--- src/rtl/lzsel_pkg.sv ---
package lzsel_pkg;
   typedef enum logic [1:0] {
      TK_NONE  = 2'd0,
      TK_LIT   = 2'd1,
      TK_MATCH = 2'd2
   } tok_kind_e;
endpackage

--- src/rtl/lzsel_cross.sv ---
module lzsel_cross #(
   parameter int PWS       = 4,
   parameter int LEN_W     = 8,
   parameter int MIN_MATCH = 4,
   localparam int IDX_W    = $clog2(PWS + 1),
   localparam int SUM_W    = LEN_W + 2
) (
   input  logic [LEN_W-1:0]     skip_i,
   input  logic                 last_i,
   input  logic [PWS*LEN_W-1:0] len_i,
   output logic                 found_o,
   output logic [IDX_W-1:0]     pos_o,
   output logic [LEN_W-1:0]     carry_o
);
   logic [LEN_W-1:0] ln;

   always_comb begin
      found_o = 1'b0;
      pos_o   = IDX_W'(PWS);
      carry_o = '0;
      ln      = '0;
      if (!last_i) begin
         if (SUM_W'(skip_i) > SUM_W'(PWS))
            carry_o = LEN_W'(SUM_W'(skip_i) - SUM_W'(PWS));
         // descending scan: the lowest qualifying position wins
         for (int i = PWS - 1; i >= 0; i--) begin
            ln = len_i[i*LEN_W +: LEN_W];
            if (SUM_W'(i) >= SUM_W'(skip_i) && SUM_W'(ln) >= SUM_W'(MIN_MATCH) &&
                SUM_W'(i) + SUM_W'(ln) > SUM_W'(PWS)) begin
               found_o = 1'b1;
               pos_o   = IDX_W'(i);
               carry_o = LEN_W'(SUM_W'(i) + SUM_W'(ln) - SUM_W'(PWS));
            end
         end
      end
   end
endmodule

--- src/rtl/lzsel_clip.sv ---
module lzsel_clip #(
   parameter int PWS    = 4,
   parameter int LEN_W  = 8,
   localparam int IDX_W = $clog2(PWS + 1),
   localparam int SUM_W = LEN_W + 2
) (
   input  logic [IDX_W-1:0]     stop_i,
   input  logic [PWS*LEN_W-1:0] len_i,
   output logic [PWS*LEN_W-1:0] eff_o
);
   for (genvar g = 0; g < PWS; g++) begin : g_lane
      logic [LEN_W-1:0] raw;
      logic [SUM_W-1:0] room;
      assign raw  = len_i[g*LEN_W +: LEN_W];
      assign room = (stop_i > IDX_W'(g)) ? SUM_W'(stop_i) - SUM_W'(g) : '0;
      assign eff_o[g*LEN_W +: LEN_W] = (SUM_W'(raw) > room) ? LEN_W'(room) : raw;
   end
endmodule

--- src/rtl/lzsel_lazy.sv ---
module lzsel_lazy
   import lzsel_pkg::*;
#(
   parameter int PWS       = 4,
   parameter int LEN_W     = 8,
   parameter int MIN_MATCH = 4,
   localparam int IDX_W    = $clog2(PWS + 1),
   localparam int SUM_W    = LEN_W + 2
) (
   input  logic [LEN_W-1:0]     skip_i,
   input  logic [IDX_W-1:0]     stop_i,
   input  logic                 found_i,
   input  logic [IDX_W-1:0]     pos_i,
   input  logic [PWS*LEN_W-1:0] eff_i,
   input  logic [PWS*LEN_W-1:0] raw_i,
   output logic [2*PWS-1:0]     kind_o,
   output logic [PWS*LEN_W-1:0] tlen_o
);
   logic [(PWS+1)*LEN_W-1:0] eff_pad;
   logic [SUM_W-1:0]         busy;
   logic [LEN_W-1:0]         cur;
   logic [LEN_W-1:0]         nxt;

   assign eff_pad = {{LEN_W{1'b0}}, eff_i};

   always_comb begin
      busy   = SUM_W'(skip_i);
      kind_o = '0;
      tlen_o = '0;
      cur    = '0;
      nxt    = '0;
      for (int i = 0; i < PWS; i++) begin
         cur = eff_pad[i*LEN_W +: LEN_W];
         nxt = eff_pad[(i+1)*LEN_W +: LEN_W];
         if (SUM_W'(i) >= busy) begin
            if (found_i && IDX_W'(i) == pos_i) begin
               kind_o[2*i +: 2]       = TK_MATCH;
               tlen_o[i*LEN_W +: LEN_W] = raw_i[i*LEN_W +: LEN_W];
               busy                   = '1;
            end else if (IDX_W'(i) < stop_i) begin
               if (SUM_W'(cur) < SUM_W'(MIN_MATCH)) begin
                  kind_o[2*i +: 2] = TK_LIT;
               end else if (IDX_W'(i + 1) < stop_i && nxt > cur) begin
                  kind_o[2*i +: 2] = TK_LIT;   // defer: a longer match follows
               end else begin
                  kind_o[2*i +: 2]       = TK_MATCH;
                  tlen_o[i*LEN_W +: LEN_W] = cur;
                  busy                   = SUM_W'(i) + SUM_W'(cur);
               end
            end
         end
      end
   end
endmodule

--- src/rtl/lz_window_selector.sv ---
module lz_window_selector
   import lzsel_pkg::*;
#(
   parameter int PWS       = 4,
   parameter int LEN_W     = 8,
   parameter int DIST_W    = 12,
   parameter int MIN_MATCH = 4,
   localparam int IDX_W    = $clog2(PWS + 1)
) (
   input  logic                  clk,
   input  logic                  rst_n,
   input  logic                  in_valid,
   input  logic                  in_last,
   input  logic [IDX_W-1:0]      in_count,
   input  logic [PWS*8-1:0]      in_lit,
   input  logic [PWS*LEN_W-1:0]  in_len,
   input  logic [PWS*DIST_W-1:0] in_dist,
   output logic                  out_valid,
   output logic                  out_done,
   output logic [PWS-1:0]        out_tok_valid,
   output logic [PWS-1:0]        out_tok_match,
   output logic [PWS-1:0]        out_tok_last,
   output logic [PWS*8-1:0]      out_lit,
   output logic [PWS*LEN_W-1:0]  out_len,
   output logic [PWS*DIST_W-1:0] out_dist
);
   if (PWS < 2) begin : g_chk_pws
      $error("lz_window_selector: PWS must be at least 2");
   end
   if (MIN_MATCH < 2) begin : g_chk_min
      $error("lz_window_selector: MIN_MATCH must be at least 2");
   end
   if ((1 << LEN_W) <= 2 * PWS) begin : g_chk_len
      $error("lz_window_selector: LEN_W too narrow for PWS");
   end

   logic [LEN_W-1:0]     carry_q;
   logic                 found;
   logic [IDX_W-1:0]     cross_pos;
   logic [LEN_W-1:0]     carry_nxt;
   logic [IDX_W-1:0]     limit;
   logic [IDX_W-1:0]     stop;
   logic [PWS*LEN_W-1:0] eff_len;
   logic [2*PWS-1:0]     kind;
   logic [PWS*LEN_W-1:0] tok_len;
   logic [PWS-1:0]       lane_last;

   assign limit = in_last ? in_count : IDX_W'(PWS);
   assign stop  = found ? cross_pos : limit;

   lzsel_cross #(.PWS(PWS), .LEN_W(LEN_W), .MIN_MATCH(MIN_MATCH)) u_cross (
      .skip_i (carry_q),
      .last_i (in_last),
      .len_i  (in_len),
      .found_o(found),
      .pos_o  (cross_pos),
      .carry_o(carry_nxt)
   );

   lzsel_clip #(.PWS(PWS), .LEN_W(LEN_W)) u_clip (
      .stop_i(stop),
      .len_i (in_len),
      .eff_o (eff_len)
   );

   lzsel_lazy #(.PWS(PWS), .LEN_W(LEN_W), .MIN_MATCH(MIN_MATCH)) u_lazy (
      .skip_i (carry_q),
      .stop_i (stop),
      .found_i(found),
      .pos_i  (cross_pos),
      .eff_i  (eff_len),
      .raw_i  (in_len),
      .kind_o (kind),
      .tlen_o (tok_len)
   );

   always_comb begin
      logic seen;
      seen      = 1'b0;
      lane_last = '0;
      if (in_last) begin
         for (int i = PWS - 1; i >= 0; i--) begin
            if (!seen && kind[2*i +: 2] != TK_NONE) begin
               lane_last[i] = 1'b1;
               seen         = 1'b1;
            end
         end
      end
   end

   always_ff @(posedge clk) begin
      if (!rst_n) begin
         carry_q       <= '0;
         out_valid     <= 1'b0;
         out_done      <= 1'b0;
         out_tok_valid <= '0;
         out_tok_match <= '0;
         out_tok_last  <= '0;
         out_lit       <= '0;
         out_len       <= '0;
         out_dist      <= '0;
      end else begin
         out_valid <= in_valid;
         out_done  <= in_valid && in_last;
         if (in_valid) begin
            carry_q      <= in_last ? '0 : carry_nxt;
            out_tok_last <= lane_last;
            for (int i = 0; i < PWS; i++) begin
               out_tok_valid[i] <= kind[2*i +: 2] != TK_NONE;
               out_tok_match[i] <= kind[2*i +: 2] == TK_MATCH;
               out_lit[i*8 +: 8] <= (kind[2*i +: 2] == TK_LIT) ? in_lit[i*8 +: 8] : 8'd0;
               out_len[i*LEN_W +: LEN_W] <= tok_len[i*LEN_W +: LEN_W];
               out_dist[i*DIST_W +: DIST_W] <= (kind[2*i +: 2] == TK_MATCH) ?
                                               in_dist[i*DIST_W +: DIST_W] : '0;
            end
         end else begin
            out_tok_valid <= '0;
            out_tok_match <= '0;
            out_tok_last  <= '0;
         end
      end
   end

   // no lane is valid without a window on the outputs
   p_idle_quiet_r2: assert property (@(posedge clk) disable iff (!rst_n)
      !out_valid |-> (out_tok_valid == '0 && !out_done));

   // at most one last flag, and only on a valid lane
   p_single_last_r9: assert property (@(posedge clk) disable iff (!rst_n)
      $onehot0(out_tok_last) && ((out_tok_last & ~out_tok_valid) == '0));

   // a last flag only comes with the end of the stream
   p_last_with_done_r9: assert property (@(posedge clk) disable iff (!rst_n)
      (out_tok_last != '0) |-> out_done);

   // a final window leaves no covered positions behind
   p_carry_clear_r8: assert property (@(posedge clk) disable iff (!rst_n)
      (in_valid && in_last) |=> (carry_q == '0));

   // carried coverage stays untouched between windows
   p_carry_hold_r7: assert property (@(posedge clk) disable iff (!rst_n)
      !in_valid |=> $stable(carry_q));

   for (genvar g = 0; g < PWS; g++) begin : g_chk_lane
      // a match token never falls below the minimum length
      p_match_floor_r3: assert property (@(posedge clk) disable iff (!rst_n)
         (out_tok_valid[g] && out_tok_match[g]) |->
            (out_len[g*LEN_W +: LEN_W] >= LEN_W'(MIN_MATCH)));
   end
endmodule

--- config.mk ---
export PLATFORM = sky130hd
export DESIGN_NAME = lz_window_selector
export DESIGN_NICKNAME = d
export VERILOG_FILES = /design/src/rtl/lzsel_pkg.sv /design/src/rtl/lzsel_cross.sv /design/src/rtl/lzsel_clip.sv /design/src/rtl/lzsel_lazy.sv /design/src/rtl/lz_window_selector.sv
export SDC_FILE = /design/constraint.sdc
export NUM_CORES = 1
export LEC_CHECK = 0
export ABC_AREA = 0
export BUFFER_PORTS_ARGS = -buffer_cell sky130_fd_sc_hd__buf_2
export CAP_MARGIN = 25
export CORE_MARGIN = 2
export CORE_UTILIZATION = 50
export CTS_CLUSTER_DIAMETER = 200
export CTS_CLUSTER_SIZE = 30
export DETAILED_ROUTE_END_ITERATION = 7
export PLACE_DENSITY = 0.9
export SETUP_SLACK_MARGIN = 0.2
export SYNTH_ARGS = -nofsm -noshare
export SYNTH_HDL_FRONTEND = slang
export SYNTH_SLANG_ARGS = --single-unit
export TNS_END_PERCENT = 20
--- constraint.sdc ---
create_clock -name clk -period 20.5 [get_ports clk]
set_input_delay 1.025 -clock clk [delete_from_list [all_inputs] [get_ports clk]]
set_output_delay 1.025 -clock clk [all_outputs]
set_load 0.05 [all_outputs]
## Word level (Yosys, flattened, before mapping)

Cells that the tools add are included.

| cells by class | value |
|---|---|
| add/sub/neg operators | 13 |
| $mul | 0 |
| div/mod/pow operators | 0 |
| magnitude comparators | 37 |
| eq/ne operators | 11 |
| shift-type cells | 0 |
| muxes and demuxes | 98 |
| bitwise logic cells | 0 |
| reduce and logical (&&, ||, !) cells | 30 |

Operator list:

| cell | count |
|---|---|
| 2-to-1 mux 8 bit | 35 |
| 2-to-1 mux 10 bit | 17 |
| 2-to-1 mux 12 bit | 4 |
| > comparator 8 x 10 -> 1 bit | 4 |
| 2-to-1 mux 2 bit | 20 |
| subtractor 8 x 3 -> 8 bit, second input constant | 5 |
| greater-or-equal comparator 8 x 3 -> 1 bit, second input constant | 4 |
| < comparator 8 x 3 -> 1 bit, second input constant | 4 |
| adder 2 x 8 -> 9 bit, first input constant | 3 |
| > comparator 9 x 3 -> 1 bit, second input constant | 3 |
| > comparator 8 bit | 3 |
| 2-to-1 mux 3 bit | 8 |
| greater-or-equal comparator 2 x 10 -> 1 bit, first input constant | 2 |
| logical AND 1 bit | 20 |
| adder 1 x 8 -> 9 bit, first input constant | 2 |
| greater-or-equal comparator 1 x 8 -> 1 bit, first input constant | 2 |
| greater-or-equal comparator 2 x 8 -> 1 bit, first input constant | 2 |
| > comparator 8 x 3 -> 1 bit, second input constant | 2 |
| 2-to-1 mux 1 bit | 14 |
| greater-or-equal comparator 1 x 10 -> 1 bit, first input constant | 1 |
| equality test 2 x 1 -> 1 bit, second input constant | 4 |
| equality test 2 bit, second input constant | 4 |
| > comparator 1 x 8 -> 1 bit, first input constant | 1 |
| nonzero test 2 bit | 4 |
| 13 further kinds | 21 |

| word-level totals | value |
|---|---|
| flip-flop bits (word level) | 134 |
| latch bits | 0 |
| memory bits (writable) | 0 |
| bits in read-only memories | 0 |
| bits of input ports | 119 |
| memories kept | 0 |

## Depth between registers and ports, before layout

Gate-level depths: netlist of the first run.

| logic depth | value |
|---|---|
| depth after elaboration | 46 |
| depth in mapped cells | 42 |
| depth with buffers taken out | 38 |

## Cells and area by module

A second synthesis of the first run with hierarchy kept.

| second synthesis, totals | value |
|---|---|
| cells, all modules | 1,082 |
| area total of the unflattened synthesis | 9,405.3 um^2 |

By module, submodules not included:

| module | instances | cells each | area each (um^2) | seq. area each (um^2) |
|---|---|---|---|---|
| lz_window_selector | 1 | 366 | 4,494.3 | 2,682.6 |
| lzsel_lazy | 1 | 308 | 2,060.7 | 0.0 |
| lzsel_cross | 1 | 271 | 1,804.2 | 0.0 |
| lzsel_clip | 1 | 137 | 1,046.0 | 0.0 |

## Least setup slack after synthesis of the first run

No wires, ideal clock.

| timing | value |
|---|---|
| path kind | input-to-reg |
| start point | in in_len[24] |
| end point | reg out_tok_last[1] |
| arrival time | 7,353 ps |
| data required time | 20,371 ps |
| setup slack | 13,019 ps |
| stages on the path | 35 |
| path through | inv_1 -> ha_1 -> or4b_1 -> a211o_1 -> o211a_1 -> o21a_1 -> nor2_2 -> buf_6 -> o21ai_0 -> ha_1 -> nor2_1 -> inv_1 -> ha_1 -> nor2b_1 -> o21a_1 -> o21a_1 -> o21ai_1 -> and2_1 -> clkbuf_1 -> nor2_1 -> a21oi_1 -> inv_1 -> ha_1 -> nor2b_1 -> o21a_1 -> o21ai_0 -> a211o_1 -> a21oi_1 -> a221oi_2 -> or2b_2 -> nor2_1 -> nand2_1 -> and3_4 -> or3_1 -> nor4b_1 |

| on the way | value |
|---|---|
| longest elaborated chain between the ends | 42 |
| elaborated cells on any way between the ends | 107 |
| classes of those cells | add/sub (6); order compare (26); eq/ne (3); mux (54); reduce/logical (18) |

RTL lines:

| element | RTL line | text |
|---|---|---|
| start, declared | lz_window_selector.sv:16 | `input logic [PWS*LEN_W-1:0] in_len,` |
| parallel branches: the longest is 40 deep, another holds > comparator 8 x 10 -> 1 bit | n/a |  |
| logical AND 1 bit * | lz_window_selector.sv:83 | `if (!seen && kind[2*i +: 2] != TK_NONE) begin` |
| 2-to-1 mux 1 bit * | lz_window_selector.sv:83 |  |
| end signal, assigned | lz_window_selector.sv:107 | `out_tok_last <= lane_last;` |
| end, declared | lz_window_selector.sv:22 | `output logic [PWS-1:0] out_tok_last,` |

Every way passes the cells marked *. The select of a mux whose other input is x is not followed.
A chain may end at the register's enable or synchronous reset.

## Final worst setup path of the first run

| timing | value |
|---|---|
| start point | in in_len[24] |
| end point | reg out_dist[14] |

| on the way | value |
|---|---|
| longest elaborated chain between the ends | 24 |
| elaborated cells on any way between the ends | 56 |
| classes of those cells | add/sub (3); order compare (16); eq/ne (2); mux (28); reduce/logical (7) |

RTL lines:

| element | RTL line | text |
|---|---|---|
| adder 2 x 8 -> 9 bit or greater-or-equal comparator 8 x 3 -> 1 bit (tied branches) | lzsel_cross.sv:29, lzsel_cross.sv:28 |  |
| > comparator 9 x 3 -> 1 bit or logical AND 1 bit (tied branches) | lzsel_cross.sv:29, lzsel_cross.sv:28 |  |
| logical AND 1 bit * | lzsel_cross.sv:28 | `if (SUM_W'(i) >= SUM_W'(skip_i) && SUM_W'(ln) >= SUM_W'(MIN_MATCH) &&` |
| 2-to-1 mux 3 bit or 2-to-1 mux 1 bit (tied branches) (4 in a row) | lzsel_cross.sv:28 |  |
| 2-to-1 mux 3 bit or 2-to-1 mux 1 bit (tied branches) | lzsel_cross.sv:22 | `if (!last_i) begin` |
| 2-to-1 mux 3 bit | lz_window_selector.sv:49 | `assign stop = found ? cross_pos : limit;` |
| subtractor 3 x 1 -> 4 bit or > comparator 3 x 1 -> 1 bit (tied branches) | lzsel_clip.sv:15 | `assign room = (stop_i > IDX_W'(g)) ? SUM_W'(stop_i) - SUM_W'(g) : '0;` |
| 2-to-1 mux 10 bit or 2-to-1 mux 3 bit (tied branches) | lzsel_clip.sv:15 |  |
| [5 not listed] | n/a |  |
| 2-to-1 mux 10 bit | lzsel_lazy.sv:41 | `if (SUM_W'(cur) < SUM_W'(MIN_MATCH)) begin` |
| 2-to-1 mux 10 bit | lzsel_lazy.sv:40 | `end else if (IDX_W'(i) < stop_i) begin` |
| 2-to-1 mux 10 bit | lzsel_lazy.sv:36 | `if (found_i && IDX_W'(i) == pos_i) begin` |
| 2-to-1 mux 10 bit | lzsel_lazy.sv:35 | `if (SUM_W'(i) >= busy) begin` |
| greater-or-equal comparator 1 x 10 -> 1 bit | lzsel_lazy.sv:35 |  |
| 2-to-1 mux 2 bit * | lzsel_lazy.sv:35 |  |
| equality test 2 bit * | lz_window_selector.sv:113 | `out_dist[i*DIST_W +: DIST_W] <= (kind[2*i +: 2] == TK_MATCH) ?` |
| 2-to-1 mux 12 bit * | lz_window_selector.sv:113 |  |
| end signal, assigned by index | lz_window_selector.sv:113 |  |
| end, declared | lz_window_selector.sv:25 | `output logic [PWS*DIST_W-1:0] out_dist` |

Mark *: on every way between the ends. The rest lies on a longest branch, timed or not.

==> key figures, run 1 <==
Run status
  • Status: finished, final reports clean

Timing
  • Period utilisation layout: 0.4151
  • Worst setup margin: 11.99 ns
  • Fmax: 117.5 MHz
  • Final Max Tran Viols: 0
  • Final Skew: 0.009760 ns
  • Relative slew margins: 0.3138
  • Setup TNS: 0 ns
  • Minimum clock period: 8.509 ns
  • RSZ-0062 raised after global routing: no
  • # setup viols final: 0
  • Final Hold Viols: 0
  • Min Hold Slack: 0.4503 ns
  • Worst-Margin Slew: 1.025 ns

Route
  • WL/cell: 18.05 um
  • Routed wl met2: 11190 um
  • Max Used Layer: met4
  • M1 WL: 9492 um
  • WL met3: 1769 um
  • DR DRC count: 0
  • Vias: 7545
  • Initial drt markers: 561
  • Antenna viol nets, final: 0
  • Vias per inst: 5.876
  • First-pass detailed-route iteration total: 5
  • Final WL: 23180 um

Yosys
  • Yosys cell types: 86
  • Yosys warns: 0
  • Biggest area consumer among synthesized cells: dfxtp_1
  • Async set or reset register ratio after synthesis: 0
  • Cells after Synth: 833
  • Number of flops mapped to enable cells by yosys: 0
  • Synth top area share: 0.3501
  • Top area cells in the synthesized netlist: dfxtp_1, a22o_1, ha_1
  • Seq/Total Area, Yosys: 0.3501
  • Avg Cell Area, Syn: 9.198 um2
  • Yosys reg bits: 134
  • Main synth FF type: dfxtp_1
  • Mapped cell area: 7662 um2

Global route
  • GRT Residual Overflow: 0
  • First-pass GRT wire length: 35520 um
  • Gr usage total: 0.2728
  • Largest net degree at the start of global routing: 74
  • Initial antenna violation count: 0
  • Vias in the first global route: 7042

Clock network
  • Worst-skew pair later-pin latency: 0.43 ns
  • Max clock buf depth: 2
  • H-tree level count: 4
  • CTS Hold Bufs: 0
  • Clock transition at path regs: 0.06 ns
  • Clk sinks: 134
  • Root buf cell: clkbuf_16
  • CTS tree: done
  • CTS buffer count: 17
  • Post-CTS sizing: 0
  • Post-CTS Repair Setup Buffers: 0

Worst setup path
  • Critical path's largest stage delay: 0.86 ns
  • R2r worst-path depth: 32
  • Setup CP Type: input port to register
  • Startpoint Class: input port
  • CP Max Fanout: 13
  • Worst endpoint required time: 20.86 ns
  • Crit-path slowest cell: nor2_1
  • Arrival @ worst endpoint: 8.87 ns
  • CP endpoint kind: register

Worst hold path
  • Hold path cells: 2
  • Worst Hold Class: register to register

Cells and area
  • NumNets Final: 1264
  • FILL cells: 1251
  • Post-route insts no fill: 1284
  • Utilization after layout: 0.6378
  • Fin area: 9624 um2
  • Area Overhead vs Synth: 25.60%
  • Sequential Area: 2683 um2
  • Share of cells above drive strength 1: 0.2828
  • Multi-input logic area: 4732 um2
  • # diodes: 0

Placement
  • Placement Setup Slack: 11.67 ns
  • Post-place instance area: 9051 um2
  • Routability-driven placement congestion ratio: 0.9496
  • Number of placed instances, taps included: 1252
  • Port Buf Inserts: 244
  • Post-DP HPWL: 17690 um

Pwr
  • Peak supply drop: 0.09443 mV
  • Leak pwr: 4.579 nW
  • Power Total: 1.091 mW
  • Power Density: 113.4 nW/um2

Die
  • Core Rows: 45
  • Core ar.: 15090 um2
  • Chip Height: 127.8 um
  • Top-level I/O count: 245
  • DIE AREA: 16330 um2
  • Initial Util: 0.5078
  • Die X: 127.8 um

Run
  • Max cap viols: 0
## power by group
group          switching, mW  total, mW  internal, mW
clock                  0.137      0.298         0.162
combinational          0.340      0.496         0.156
sequential            0.0142      0.297         0.283
## worst paths after layout
check	to	slack [ns]	from
worst min-delay path	out_len[25]$_SDFFE_PN0P_	0.45	out_len[25]$_SDFFE_PN0P_
worst max-delay path	out_dist[14]$_SDFFE_PN0P_	11.99	in_len[24]
worst min register to register	out_len[25]$_SDFFE_PN0P_	0.45	out_len[25]$_SDFFE_PN0P_
worst max register to register	out_dist[42]$_SDFFE_PN0P_	12.67	carry_q[4]$_SDFFE_PN0P_
## routing by layer
metal | global-route usage | up-vias
met5 | 0 | -
met2 | 0.4618 | 366
met4 | 0.1241 | 0
met3 | 0.05259 | 61
li1 | - | 3600
met1 | 0.3366 | 3518
## layout make-up
| type | count | share of cell area |
|---|---|---|
| Clock inverter | 15 | 0.01534 |
| Sequential cell | 134 | 0.2787 |
| Multi-Input combinational cell | 642 | 0.4917 |
| Tap cell | 188 | 0.02444 |
| Clock buffer | 17 | 0.04420 |
| Inverter | 40 | 0.01560 |
| Timing Repair Buffer | 248 | 0.1300 |
## synthesized netlist by cell type (all sizes together) (6+ instances only)
| library cell | instances |
|---|---|
| o21ai | 46 |
| a22o | 102 |
| nand3 | 13 |
| xor2 | 14 |
| or3 | 6 |
| and3 | 12 |
| o211ai | 7 |
| nor2 | 56 |
| nor3 | 12 |
| dfxtp | 134 |
| nor4 | 13 |
| xnor2 | 18 |
| a21oi | 22 |
| o21a | 15 |
| a31oi | 8 |
| mux2i | 11 |
| inv | 40 |
| nand2b | 10 |
| nand2 | 61 |
| clkbuf | 30 |
| buf | 13 |
| ha | 62 |
| and2 | 13 |
| nor2b | 12 |
| nand4 | 9 |
## state kept, by name, summed over array words and instances (netlist names)
signal and count:
out_done 1, out_tok_last 4, out_dist 48, out_valid 1
out_lit 32, out_len 32, out_tok_match 4, carry_q 8
out_tok_valid 4
## cells in the final DEF, fill, tap and decap left out, types with 12 or more instances in the layout
master / instances
dfxtp_1: 134
conb_1: 28
xnor2_1: 18
buf_2: 244
nor2_1: 54
o21a_1: 15
o21ai_0: 40
a21oi_1: 21
xor2_1: 14
clkbuf_16: 17
nand3_1: 12
inv_1: 40
ha_1: 62
and2_1: 13
nand2_1: 61
a22o_1: 102
## critical path, delay by kind of cell
family                     cells  cell delay (ns)
AOI/OAI and AO/OA             14             2.83
buffers and inverters          4             0.44
and+or+nand+nor               11             3.31
adders and majority gates      4             1.24
## cell families after synthesis
group           synth area share
buf+inv                  0.04605
other cells            0.0009801
flops                     0.3501
mux                      0.01584
fa+ha+maj                 0.1012
xor+xnor                 0.03658
simple gates              0.1680
compound gates            0.2812
No activity file was read; power rests on OpenSTA's default activity.
==> inputs of run 2 (changes only) <==
clock period = 8.33 ns   (was 20.5 ns; I/O delays follow)
==> run 2 against run 1 <==
Net effect:
- clock power rose to 2.6 times the previous value
- non-clock buffer count up 8
- core utilization up 0.85 points
- cell area up 1.3%
- total power rose to 2.5 times the previous value
- via count up 1.2%
- die area unchanged
- critical path type is now register to register
==> key figures, run 2 (synthesis results as in run 1) <==
Placement
  • Routability-driven placement congestion ratio: 1.003 (was 0.9496)
  • Post-DP HPWL: 17650 um (was 17690 um)
  • Placement Setup Slack: 0.2838 ns (was 11.67 ns)
  • Port Buf Inserts: 244 (unchanged)

Cells and area
  • Reg with most FFs: out_dist (unchanged)
  • Top Registers: out_dist: 48 flops, out_len: 32 flops, out_lit: 32 flops (unchanged)
  • Share of cells above drive strength 1: 0.2889 (was 0.2828)
  • FILL cells: 1263 (was 1251)
  • Commonest non-fill, non-tap cells in the layout: buf_2, dfxtp_1, a22o_1 (unchanged)
  • Max reg flops: 48 (unchanged)
  • Sequential Area: 2683 um2 (unchanged)
  • Multi-input logic area: 4750 um2 (was 4732 um2)
  • # diodes: 0 (unchanged)
  • Most common cell after layout, fill and taps aside: buf_2 (unchanged)
  • NumNets Final: 1272 (was 1264)
  • Area Overhead vs Synth: 27.29% (was 25.60%)

Clock network
  • H-tree level count: 4 (unchanged)
  • Clock transition at path regs: 0.07 ns (was 0.06 ns)
  • Worst-skew pair later-pin latency: 0.43 ns (about the same)
  • CTS tree: done (unchanged)
  • Max clock buf depth: 2 (unchanged)
  • CTS buffer count: 17 (unchanged)
  • Root buf cell: clkbuf_16 (unchanged)
  • Clk sinks: 134 (unchanged)

Global route
  • Largest net degree at the start of global routing: 69 (was 74)
  • First-pass GRT wire length: 36370 um (was 35520 um)
  • GRT Residual Overflow: 0 (unchanged)
  • Gr usage total: 0.2792 (was 0.2728)
  • Initial antenna violation count: 0 (unchanged)
  • Vias in the first global route: 7149 (was 7042)

Worst setup path
  • CP Max Fanout: 8 (was 13)
  • CP endpoint kind: register (unchanged)
  • Setup CP Type: register to register (was input port to register)
  • Startpoint Class: register (was input port)
  • Arrival @ worst endpoint: 7.96 ns (was 8.87 ns)
  • Crit-path slowest cell: nor4_4 (was nor2_1)
  • Critical path's largest stage delay: 0.49 ns (was 0.86 ns)
  • Worst endpoint required time: 8.70 ns (was 20.86 ns)

Die
  • DIE AREA: 16330 um2 (unchanged)
  • Core ar.: 15090 um2 (unchanged)
  • Top-level I/O count: 245 (unchanged)
  • Core Rows: 45 (unchanged)
  • Initial Util: 0.5078 (unchanged)
  • Die X: 127.8 um (unchanged)
  • Chip Height: 127.8 um (unchanged)

Pwr
  • Comb power frac: 0.452 (was 0.455)
  • Peak supply drop: 0.1854 mV (was 0.09443 mV)
  • Clock Power Share: 0.283 (was 0.273)
  • Seq pwr share: 0.265 (was 0.272)
  • Sw Ratio: 0.4385 (was 0.4494)
  • Internal power: 1.552 mW (was 0.6010 mW)
  • Leak pwr: 4.639 nW (was 4.579 nW)
  • Sw Pwr: 1.212 mW (was 0.4905 mW)
  • Power Density: 283.4 nW/um2 (was 113.4 nW/um2)

Timing
  • Final Skew: 0.01332 ns (was 0.009760 ns)
  • Final Hold Viols: 0 (unchanged)
  • RSZ-0062 raised after global routing: yes (was no)
  • Worst-Margin Slew: 0.8606 ns (was 1.025 ns)
  • Relative slew margins: 0.4210 (was 0.3138)
  • Setup TNS: 0 ns (unchanged)
  • # setup viols final: 0 (unchanged)
  • Final Max Tran Viols: 0 (unchanged)
  • Minimum clock period: 7.593 ns
  • Worst setup margin: 0.7372 ns (was 11.99 ns)
  • Period utilisation layout: 0.9115
  • Fmax: 131.7 MHz

Run status
  • Status: finished, final reports clean (unchanged)

Run
  • Max cap viols: 0 (unchanged)

Route
  • Antenna viol nets, final: 0 (unchanged)
  • DR DRC count: 0 (unchanged)
  • WL/cell: 18.26 um (was 18.05 um)
  • First-pass detailed-route iteration total: 5 (unchanged)
  • Initial drt markers: 551 (was 561)
  • Vias: 7637 (was 7545)
  • Vias per inst: 5.911 (was 5.876)
  • Final WL: 23590 um (was 23180 um)

Worst hold path
  • Worst Hold Class: input port to register (was register to register)
run 2: timing repair:
item	in CTS	in global routing
hold endpoints to repair	0	0
setup buffers	0	1
endpoints found under the setup margin	0	37
gates resized for setup	0	2
hold buffers	0	0
run 2: final cells by class:
| class | instances | share of cell area |
|---|---|---|
| Multi-Input combinational cell | 642 | 0.4870 |
| Timing Repair Buffer | 256 | 0.1357 |
| Clock inverter | 15 | 0.01911 |
| Inverter | 40 | 0.01539 |
| Clock buffer | 17 | 0.04362 |
| Tap cell | 188 | 0.02412 |
| Sequential cell | 134 | 0.2750 |
run 2: worst paths after layout:
path	start	end	slack (ns)	cells past startpoint
hold reg to reg	out_len[9]$_SDFFE_PN0P_	out_len[9]$_SDFFE_PN0P_	0.46	2
setup / recovery	carry_q[4]$_SDFFE_PN0P_	out_lit[20]$_SDFFE_PN0P_	0.74	31
setup reg to reg	carry_q[4]$_SDFFE_PN0P_	out_lit[20]$_SDFFE_PN0P_	0.74	31
hold / removal	in_dist[41]	out_dist[41]$_SDFFE_PN0P_	0.19	2
run 2: power by group through the flow:
stage / Combinational (mW) / Sequential [mW] / Clock [mW]
after floorplan: 0.752 / 0.901 / 0
after global placement: 1.20 / 0.740 / 0
after detailed placement: 1.21 / 0.742 / 0
after CTS: 1.22 / 0.730 / 0.793
after global routing: 1.35 / 0.736 / 0.821
final: 1.25 / 0.731 / 0.783
run 2: per-layer routing:
metal | track usage | part of all wire | vias to the layer above
met5 | 0 | 0 | -
met4 | 0.1383 | 0.041 | 0
met3 | 0.05217 | 0.068 | 71
met2 | 0.4706 | 0.48 | 330
met1 | 0.3426 | 0.41 | 3608
li1 | - | - | 3628
run 2: worst max-delay path: cells and delay by family (launching register included):
family | cells | cell delay [ns]
AND/OR/NAND/NOR | 13 | 3.11
AO/OA/AOI/OAI | 13 | 2.76
adder cells (fa/ha/maj) | 3 | 1.00
flip-flops | 1 | 0.38
buffers and inverters | 2 | 0.25
run 2: through the flow:
step                      std cells  hold slack, ns    util  cell area, um2  total power, mW
after global placement         1258          0.4232  0.6028            9096            1.936
after floorplan                 859          0.4617       -            7760            1.652
after detailed placement       1259          0.4385  0.6041            9116            1.952
after global routing           1292          0.1860  0.6464            9753            2.907
after CTS                      1291          0.1773  0.6447            9728            2.744
final                          1292          0.1934  0.6464            9753            2.764
==> inputs of run 3 (changes only) <==
MAX_ROUTING_LAYER = met4   (was not set)
RECOVER_POWER = 50   (was not set)
==> run 3 against run 2 <==
Net effect:
- non-clock buffer count is the same
- hold slack lost 0.011 ns
- largest power group unchanged
- cell count is the same
- die area is the same
- critical endpoint is now out_dist[44]$_SDFFE_PN0P_
- via count is essentially flat
- core utilization shrank 0.88 points
- combinational power is essentially flat
- total power grew 0.38%
- critical path depth grew 3
- clock-buffer cell count is the same
- setup slack lost 0.060 ns
==> key figures, run 3 (synthesis results as in run 1) <==
Run status
  • Status: finished, final reports clean (unchanged)

Cells and area
  • FILL cells: 1324 (was 1263)
  • Max reg flops: 48 (unchanged)
  • Top Registers: out_dist: 48 flops, out_len: 32 flops, out_lit: 32 flops (unchanged)
  • Reg with most FFs: out_dist (unchanged)
  • Share of cells above drive strength 1: 0.1748 (was 0.2889)
  • # diodes: 0 (unchanged)
  • Most common cell after layout, fill and taps aside: dfxtp_1 (was buf_2)
  • Post-route insts no fill: 1292 (unchanged)
  • NumNets Final: 1272 (unchanged)
  • Commonest non-fill, non-tap cells in the layout: dfxtp_1, clkbuf_1, buf_2 (was buf_2, dfxtp_1, a22o_1)
  • Area Overhead vs Synth: 25.56% (was 27.29%)

Global route
  • Gr usage total: 0.2924 (was 0.2792)
  • Largest net degree at the start of global routing: 69 (unchanged)
  • Initial antenna violation count: 0 (unchanged)
  • First-pass GRT wire length: 36810 um (was 36370 um)
  • GRT Residual Overflow: 0 (unchanged)
  • Vias in the first global route: 7310 (was 7149)

Die
  • DIE AREA: 16330 um2 (unchanged)
  • Core Rows: 45 (unchanged)
  • Chip Height: 127.8 um (unchanged)
  • Die X: 127.8 um (unchanged)
  • Initial Util: 0.5078 (unchanged)
  • Top-level I/O count: 245 (unchanged)
  • Core ar.: 15090 um2 (unchanged)

Timing
  • Fmax: 130.7 MHz (was 131.7 MHz)
  • Final Max Tran Viols: 0 (unchanged)
  • Minimum clock period: 7.653 ns (was 7.593 ns)
  • Period utilisation layout: 0.9187 (was 0.9115)
  • Worst-Margin Slew: 0.9942 ns (was 0.8606 ns)
  • Setup TNS: 0 ns (unchanged)
  • Final Skew: 0.007974 ns (was 0.01332 ns)
  • Min Hold Slack: 0.1823 ns (was 0.1934 ns)
  • Relative slew margins: 0.3311 (was 0.4210)
  • Final Hold Viols: 0 (unchanged)
  • # setup viols final: 0 (unchanged)
  • RSZ-0062 raised after global routing: no (was yes)

Route
  • WL/cell: 18.35 um (was 18.26 um)
  • Initial drt markers: 742 (was 551)
  • Routed wl met2: 11280 um (was 11340 um)
  • Max Used Layer: met4 (unchanged)
  • Vias per inst: 5.906 (was 5.911)
  • M1 WL: 9714 um (was 9683 um)
  • Antenna viol nets, final: 0 (unchanged)
  • First-pass detailed-route iteration total: 5 (unchanged)
  • DR DRC count: 0 (unchanged)
  • Final WL: 23710 um (was 23590 um)
  • WL met3: 1891 um (was 1604 um)
  • Vias: 7631 (was 7637)

Clock network
  • Max clock buf depth: 2 (unchanged)
  • CTS buffer count: 17 (unchanged)
  • Clock transition at path regs: 0.07 ns (about the same)
  • CTS tree: done (unchanged)
  • Root buf cell: clkbuf_16 (unchanged)
  • Worst-skew pair later-pin latency: 0.44 ns (was 0.43 ns)
  • CTS Hold Bufs: 0 (unchanged)
  • H-tree level count: 4 (unchanged)
  • Clk sinks: 134 (unchanged)

Run
  • Max cap viols: 0 (unchanged)

Worst hold path
  • Worst Hold Class: input port to register (unchanged)

Placement
  • Number of placed instances, taps included: 1259 (unchanged)
  • Post-DP HPWL: 17770 um (was 17650 um)
  • Port Buf Inserts: 244 (unchanged)
  • Routability-driven placement congestion ratio: 1.065 (was 1.003)

Pwr
  • Seq pwr share: 0.263 (was 0.265)
  • Sw Pwr: 1.230 mW (was 1.212 mW)
  • Power Density: 288.4 nW/um2 (was 283.4 nW/um2)
  • Internal power: 1.545 mW (was 1.552 mW)
  • Peak supply drop: 0.1783 mV (was 0.1854 mV)
  • Sw Ratio: 0.4433 (was 0.4385)
  • Clock Power Share: 0.288 (was 0.283)
  • Leak pwr: 4.113 nW (was 4.639 nW)
  • Comb power frac: 0.449 (was 0.452)
  • Power Total: 2.775 mW (was 2.764 mW)

Worst setup path
  • Top cell by count, worst path: o21a_1
  • Delay-heaviest family, CP: compound AO/OA/AOI/OAI gates (was simple AND/OR/NAND/NOR gates)
  • CP endpoint kind: register (unchanged)
  • Worst endpoint required time: 8.65 ns (was 8.70 ns)
  • Arrival @ worst endpoint: 7.97 ns (was 7.96 ns)
  • Crit-path slowest cell: nor4_1 (was nor4_4)
  • Startpoint Class: register (unchanged)
  • CP Max Fanout: 12 (was 8)
  • Setup CP Type: register to register (unchanged)
  • Worst path bufs/invs: 3 (was 2)
  • Critical path's largest stage delay: 0.55 ns (was 0.49 ns)
==> run 3: cell count changes in the layout (fill, tap and decap cells not counted), sizes merged <==
cell and change:
buf -127, clkinv +3, inv +1, clkinvlp -4
clkbuf +127
==> run 3: routing by layer <==
layer / global-route usage / up-vias
met5: - / -
met4: 0.1441 / 0
met3: 0.04883 / 61
met2: 0.4740 / 374
met1: 0.3540 / 3584
li1: - / 3612
==> run 3: power groups by stage <==
stage          clock network [mW]  logic [mW]  registers (mW)
3_5_place_dp                    0        1.21           0.742
2_1_floorplan                   0       0.752           0.901
3_3_place_gp                    0        1.20           0.741
6_report                    0.799        1.24           0.731
4_1_cts                     0.813        1.22           0.729
5_1_grt                     0.836        1.35           0.736
==> run 3: final timing paths <==
path	startpoint	to	slack (ns)	cells after the start
worst max register to register	carry_q[4]$_SDFFE_PN0P_	out_dist[44]$_SDFFE_PN0P_	0.68	34
worst min-delay path	in_dist[45]	out_dist[45]$_SDFFE_PN0P_	0.18	2
worst min register to register	out_len[2]$_SDFFE_PN0P_	out_len[2]$_SDFFE_PN0P_	0.45	2
worst max-delay path	carry_q[4]$_SDFFE_PN0P_	out_dist[44]$_SDFFE_PN0P_	0.68	34
==> run 3: repair_timing <==
action | CTS | global route
resized for setup | 0 | 5
buffers inserted | 0 | 1
setup endpoints to repair | 0 | 88
==> run 3: final cells by class <==
cell class / count / area [um2] / area share
tap: 188 / 235.2 / 0.02445
clock inverter: 15 / 206.4 / 0.02146
sequential: 134 / 2683 / 0.2788
clock buffer: 17 / 425.4 / 0.04422
multi-input combinational: 642 / 4756 / 0.4943
inverter: 40 / 150.1 / 0.01561
timing repair buffer: 256 / 1165 / 0.1211
==> run 3: through the flow <==
| stage | util | setup slack (ns) | instance area (um2) |
|---|---|---|---|
| after floorplan | - | 1.457 | 7760 |
| after global placement | 0.6028 | 0.1606 | 9096 |
| after detailed placement | 0.6041 | 0.1423 | 9116 |
| after CTS | 0.6460 | 0.4438 | 9748 |
| after global routing | 0.6376 | 0.2201 | 9620 |
| final | 0.6376 | 0.6769 | 9620 |
